**config.mk**
```make
export PLATFORM = sky130hd
export DESIGN_NAME = swap_unit
export DESIGN_NICKNAME = d
export VERILOG_FILES = /design/src/rtl/swap_pkg.sv /design/src/rtl/swap_permute.sv /design/src/rtl/swap_flags.sv /design/src/rtl/swap_unit.sv
export SDC_FILE = /design/constraint.sdc
export NUM_CORES = 1
export LEC_CHECK = 0
export BUFFER_PORTS_ARGS = -buffer_cell sky130_fd_sc_hd__buf_2
export CORE_ASPECT_RATIO = 1.1
export CORE_UTILIZATION = 30
export DETAILED_ROUTE_END_ITERATION = 8
export GPL_TIMING_DRIVEN = 0
export MAX_ROUTING_LAYER = met4
export SLEW_MARGIN = 15
export SYNTH_ARGS = -nofsm -noshare
export SYNTH_HDL_FRONTEND = slang
export SYNTH_SLANG_ARGS = --single-unit
```
**constraint.sdc**
```tcl
create_clock -name clk -period 0.8 [get_ports clk]
set_input_delay 0.08 -clock clk [delete_from_list [all_inputs] [get_ports clk]]
set_output_delay 0.08 -clock clk [all_outputs]
set_load 0.005 [all_outputs]
```
**src/rtl/swap_pkg.sv**
```systemverilog
package swap_pkg;

    // Operation codes; the encoding is visible on the op_i port.
    typedef enum logic [1:0] {
        SW_HALF_BYTES = 2'b00,
        SW_WORD_REV   = 2'b01,
        SW_HALF_EXCH  = 2'b10,
        SW_RSVD       = 2'b11
    } swap_op_e;

    typedef struct packed {
        logic z;
        logic s;
        logic cy;
        logic ov;
    } swap_flags_t;

    localparam swap_flags_t FLAGS_CLEAR = '{z: 1'b0, s: 1'b0, cy: 1'b0, ov: 1'b0};

endpackage

```
**src/rtl/swap_permute.sv**
```systemverilog
module swap_permute
    import swap_pkg::*;
#(
    parameter int LANE_W = 8,
    parameter int LANES  = 4
) (
    input  logic [LANE_W*LANES-1:0] src_i,
    input  swap_op_e                op_i,
    output logic [LANE_W*LANES-1:0] perm_o,
    output logic                    rsvd_o
);
    localparam int DATA_W = LANE_W * LANES;
    localparam int HALF   = LANES / 2;

    logic [DATA_W-1:0] half_bytes;
    logic [DATA_W-1:0] word_rev;
    logic [DATA_W-1:0] half_exch;

    // One lane of each candidate arrangement per generate iteration.
    for (genvar g = 0; g < LANES; g++) begin : g_lane
        localparam int PAIR = g ^ 1;
        localparam int REV  = LANES - 1 - g;
        localparam int XCH  = (g + HALF) % LANES;
        assign half_bytes[g*LANE_W +: LANE_W] = src_i[PAIR*LANE_W +: LANE_W];
        assign word_rev  [g*LANE_W +: LANE_W] = src_i[REV *LANE_W +: LANE_W];
        assign half_exch [g*LANE_W +: LANE_W] = src_i[XCH *LANE_W +: LANE_W];
    end

    always_comb begin
        perm_o = src_i;
        rsvd_o = 1'b0;
        unique case (op_i)
            SW_HALF_BYTES: perm_o = half_bytes;
            SW_WORD_REV:   perm_o = word_rev;
            SW_HALF_EXCH:  perm_o = half_exch;
            SW_RSVD: begin
                perm_o = src_i;
                rsvd_o = 1'b1;
            end
        endcase
    end

endmodule

```
**src/rtl/swap_flags.sv**
```systemverilog
module swap_flags
    import swap_pkg::*;
#(
    parameter int LANE_W = 8,
    parameter int LANES  = 4
) (
    input  logic [LANE_W*LANES-1:0] perm_i,
    input  swap_op_e                op_i,
    output swap_flags_t             flags_o
);
    localparam int DATA_W = LANE_W * LANES;
    localparam int HALF_W = DATA_W / 2;

    logic [LANES-1:0] lane_zero;
    logic             lo_half_zero;
    logic             hi_half_zero;
    logic             all_zero;

    for (genvar g = 0; g < LANES; g++) begin : g_zero
        assign lane_zero[g] = (perm_i[g*LANE_W +: LANE_W] == '0);
    end

    assign lo_half_zero = (perm_i[HALF_W-1:0]      == '0);
    assign hi_half_zero = (perm_i[DATA_W-1:HALF_W] == '0);
    assign all_zero     = &lane_zero;

    always_comb begin
        flags_o = FLAGS_CLEAR;
        unique case (op_i)
            SW_HALF_BYTES: begin
                flags_o.z  = all_zero;
                flags_o.s  = perm_i[DATA_W-1];
                flags_o.cy = lane_zero[0];
            end
            SW_WORD_REV: begin
                flags_o.z  = all_zero;
                flags_o.s  = perm_i[DATA_W-1];
                flags_o.cy = |lane_zero;
            end
            SW_HALF_EXCH: begin
                flags_o.z  = all_zero;
                flags_o.s  = perm_i[DATA_W-1];
                flags_o.cy = lo_half_zero | hi_half_zero;
            end
            SW_RSVD: flags_o = FLAGS_CLEAR;
        endcase
    end

endmodule

```
**src/rtl/swap_unit.sv**
```systemverilog
module swap_unit
    import swap_pkg::*;
#(
    parameter int LANE_W  = 8,
    parameter int LANES   = 4,
    parameter bit REG_OUT = 1'b1
) (
    input  logic                    clk,
    input  logic                    rst_n,
    input  logic [LANE_W*LANES-1:0] src_i,
    input  logic [1:0]              op_i,
    output logic [LANE_W*LANES-1:0] result_o,
    output logic                    zero_o,
    output logic                    sign_o,
    output logic                    carry_o,
    output logic                    ovf_o,
    output logic                    illegal_o
);
    localparam int DATA_W = LANE_W * LANES;

    swap_op_e          op;
    logic [DATA_W-1:0] perm;
    logic              rsvd;
    swap_flags_t       flags;

    assign op = swap_op_e'(op_i);

    swap_permute #(.LANE_W(LANE_W), .LANES(LANES)) u_perm (
        .src_i (src_i),
        .op_i  (op),
        .perm_o(perm),
        .rsvd_o(rsvd)
    );

    swap_flags #(.LANE_W(LANE_W), .LANES(LANES)) u_flags (
        .perm_i (perm),
        .op_i   (op),
        .flags_o(flags)
    );

    logic [DATA_W-1:0] res_q;
    swap_flags_t       flags_q;
    logic              ill_q;

    if (REG_OUT) begin : g_reg
        always_ff @(posedge clk or negedge rst_n) begin
            if (!rst_n) begin
                res_q   <= '0;
                flags_q <= FLAGS_CLEAR;
                ill_q   <= 1'b0;
            end else begin
                res_q   <= perm;
                flags_q <= flags;
                ill_q   <= rsvd;
            end
        end
    end else begin : g_comb
        assign res_q   = perm;
        assign flags_q = flags;
        assign ill_q   = rsvd;
    end

    assign result_o  = res_q;
    assign zero_o    = flags_q.z;
    assign sign_o    = flags_q.s;
    assign carry_o   = flags_q.cy;
    assign ovf_o     = flags_q.ov;
    assign illegal_o = ill_q;

endmodule

```
==> flow_summary.ini <==
[status]
status = complete, but fails checks
failed_checks = negative hold slack, negative setup slack

[clocking]
clkTransAtPathRegs_ns = 0.07
clock_sinks = 36
cts_buffers = 5
cts_root_buf = clkbuf_8
max-clock-path-buffers = 2
cts_tree = yes
htree_levels = 2

[timing]
rsz0062_at_grt = yes
fin_ws_ns = -0.886
setup_viol = 43
tightest_slew_ns = 0.748
min_period_ns = 1.69
whs_ns = -0.137
maxSlewViolCount = 0
hold_viol = 36
relSlewSlack = 0.502
fmax_mhz = 593
min_period_over_period = 2.11

[critical_path]
crit_path_max_incr_delay_ns = 0.65
cp.arrival_ns = 1.90
crit_path_end_kind = register
slowest_stage = mux4_1
worstPathCellList = buf_16 > mux4_1 > nor4_4 > nand2_1 > or4_1 > nor2_1
cp_max_fo = 6
worstSetupPathType = in -> reg
critical_path_required_ns = 1.01
start_kind = primary input

[logic_synthesis]
syn-num-nets = 136
yosysSeqAreaShare = 0.477
synthCells = 100
yosysMostFrequentCell = dfrtp_1
yosysWarnings = 0
yosys-top-cells-area = dfrtp_1 (48%), mux4_2 (26%), mux4_1 (14%)
ys_ff_latch = 36
postSynthAreaPerCell_sq_um = 18.9
synth.top_cell.area_share = 0.477
synth_top_cell_by_area = dfrtp_1
syn-cell-area_sq_mm = 0.00189
yosysUniqueCellTypes = 20
synth_edf_count = 0
ys.flop_type = dfrtp_1
synth_commonest_cells = dfrtp_1 (36), mux4_2 (22), mux4_1 (10), nor4_1 (6)
postSynth.asyncResetShare = 1.00

[global_route]
grt_usage = 0.157
grt_antenna_before_repair = 0
gr-total-overflow = 0
grt_pass1_vias = 1356
grt_max_degree = 37
grt_pass1_wl_mm = 7.40

[pwr]
p_leak_nw = 1.15
intPower_mw = 3.19
pwr_density_cell_mw_per_mm2 = 1610
p_clk_frac = 0.271
comb_power_share = 0.260
power.net_switching_mw = 1.14
ir_drop_mv = 0.950
power.share.switching = 0.262
sequentialPowerShare = 0.470

[finish]
layout-drive-gt1-share = 0.717
fillCellCount = 531
diodes = 0
stdcell_area_sq_mm = 0.00269
fin_nets = 223
final_util = 0.455
area_growth_pct = 42.4
fin_cells = 264

[floorplan]
start_util = 0.320
fp.dieH_um = 85.3
core_area_sq_mm = 0.00591
dieArea_sq_mm = 0.00662
die_x_um = 77.7
ios = 73
rows = 29

[place]
place.gp.congestion = 0.816
post-place-cells = 246
io_buffer_count = 69
dpl_cell_area_sq_mm = 0.00237

[routing]
drt-wirelength-per-cell_um = 18.1
drt_iter0_markers = 40
via_count = 1367
final_antenna_net_count = 0
avgViaCountPerCell = 5.18
drt-pass1-iter-count = 4
drc = 0
wirelength_mm = 4.77

[run]
max_cap_viol_count = 0

[worst_hold_path]
hold_class = in -> async
## cell usage in the layout (no fill, tap or decap)
master and n:
buf_2 69, dfrtp_1 36, mux4_2 30, nor4_4 5, clkbuf_8 5, buf_6 5
buf_12 4, nand2_1 4, buf_4 4, buf_8 3, buf_16 2, mux4_1 2
nor4_1 2, or4_1 2, clkbuf_16 2, and2_1 1, nor4_2 1, nor2_1 1
nand2b_1 1, a21oi_1 1, o22ai_1 1, nor4b_2 1, nor3_2 1, nor2b_1 1
conb_1 1, clkinvlp_4 1, clkinv_2 1
## power by group through the flow
stage	registers (mW)	logic, mW	clock network, mW
6_report	2.03	1.12	1.17
3_3_place_gp	2.07	0.929	0
3_5_place_dp	2.07	0.935	0
5_1_grt	2.05	1.20	1.32
2_1_floorplan	2.10	0.473	0
4_1_cts	2.04	1.06	1.20
## cells by family after synthesis
family,count (synthesis),share of synthesized area
flip-flops,36,0.477
multiplexers,32,0.401
AND/OR/NAND/NOR,20,0.0682
buffers and inverters,9,0.0463
AO/OA/AOI/OAI,2,0.00596
other,1,0.00198
## state kept, by name, indices dropped and copies added (netlist names)
| signal | flops |
|---|---|
| result_o | 32 |
| zero_o | 1 |
| sign_o | 1 |
| carry_o | 1 |
| illegal_o | 1 |
## per-stage QoR
step           worst slack (ns)  hold slack [ns]  TNS (ns)  total power, mW
2_1_floorplan             -1.04           -0.216     -6.00             2.57
3_3_place_gp              -1.25            0.189     -8.62             3.00
3_5_place_dp              -1.28            0.188     -8.74             3.01
4_1_cts                  -0.844           -0.115     -3.68             4.30
5_1_grt                  -0.956          -0.0878     -4.66             4.57
6_report                 -0.886           -0.137     -3.23             4.33
## routing by layer
layer / vias to the layer above / global-route usage / part of all wire
met3: 6 / 0.0280 / 0.044
met1: 715 / 0.189 / 0.39
met2: 55 / 0.258 / 0.55
met4: 0 / 0.0669 / 0.017
li1: 591 / - / -
met5: - / - / 0
## final cells by class
| cell class | count | area, sq um | area share |
|---|---|---|---|
| repair buffers | 80 | 502 | 0.186 |
| clock buffers | 5 | 68.8 | 0.0256 |
| clock inverters | 2 | 12.5 | 0.00465 |
| multi-input cells | 55 | 952 | 0.354 |
| plain buffers | 9 | 160 | 0.0595 |
| flip-flops and latches | 36 | 901 | 0.335 |
| well taps | 77 | 96.3 | 0.0358 |
## timing repair
action,in CTS,in global routing
endpoints found under the hold margin,36,36
buffers inserted,7,3
pin swaps,8,5
gates resized for setup,17,12
setup endpoints to repair,38,42
gates cloned,1,2
## worst max-delay path: cells and delay by family
kind | cells | cell delay (ns)
muxes | 1 | 0.65
and+or+nand+nor | 4 | 1.05
buffers and inverters | 1 | 0.11
## final timing paths
| check | start | to | slack [ns] | cells after the start |
|---|---|---|---|---|
| hold / removal | rst_n | result_o[29]$_DFF_PN0_ | -0.14 | 1 |
| setup / recovery | op_i[0] | zero_o$_DFF_PN0_ | -0.89 | 6 |
| min in group clk | src_i[5] | result_o[29]$_DFF_PN0_ | 0.19 | 2 |
| max in group asynchronous | rst_n | result_o[25]$_DFF_PN0_ | 0.46 | 1 |
Note: power is estimated with default switching activity, not from simulation.
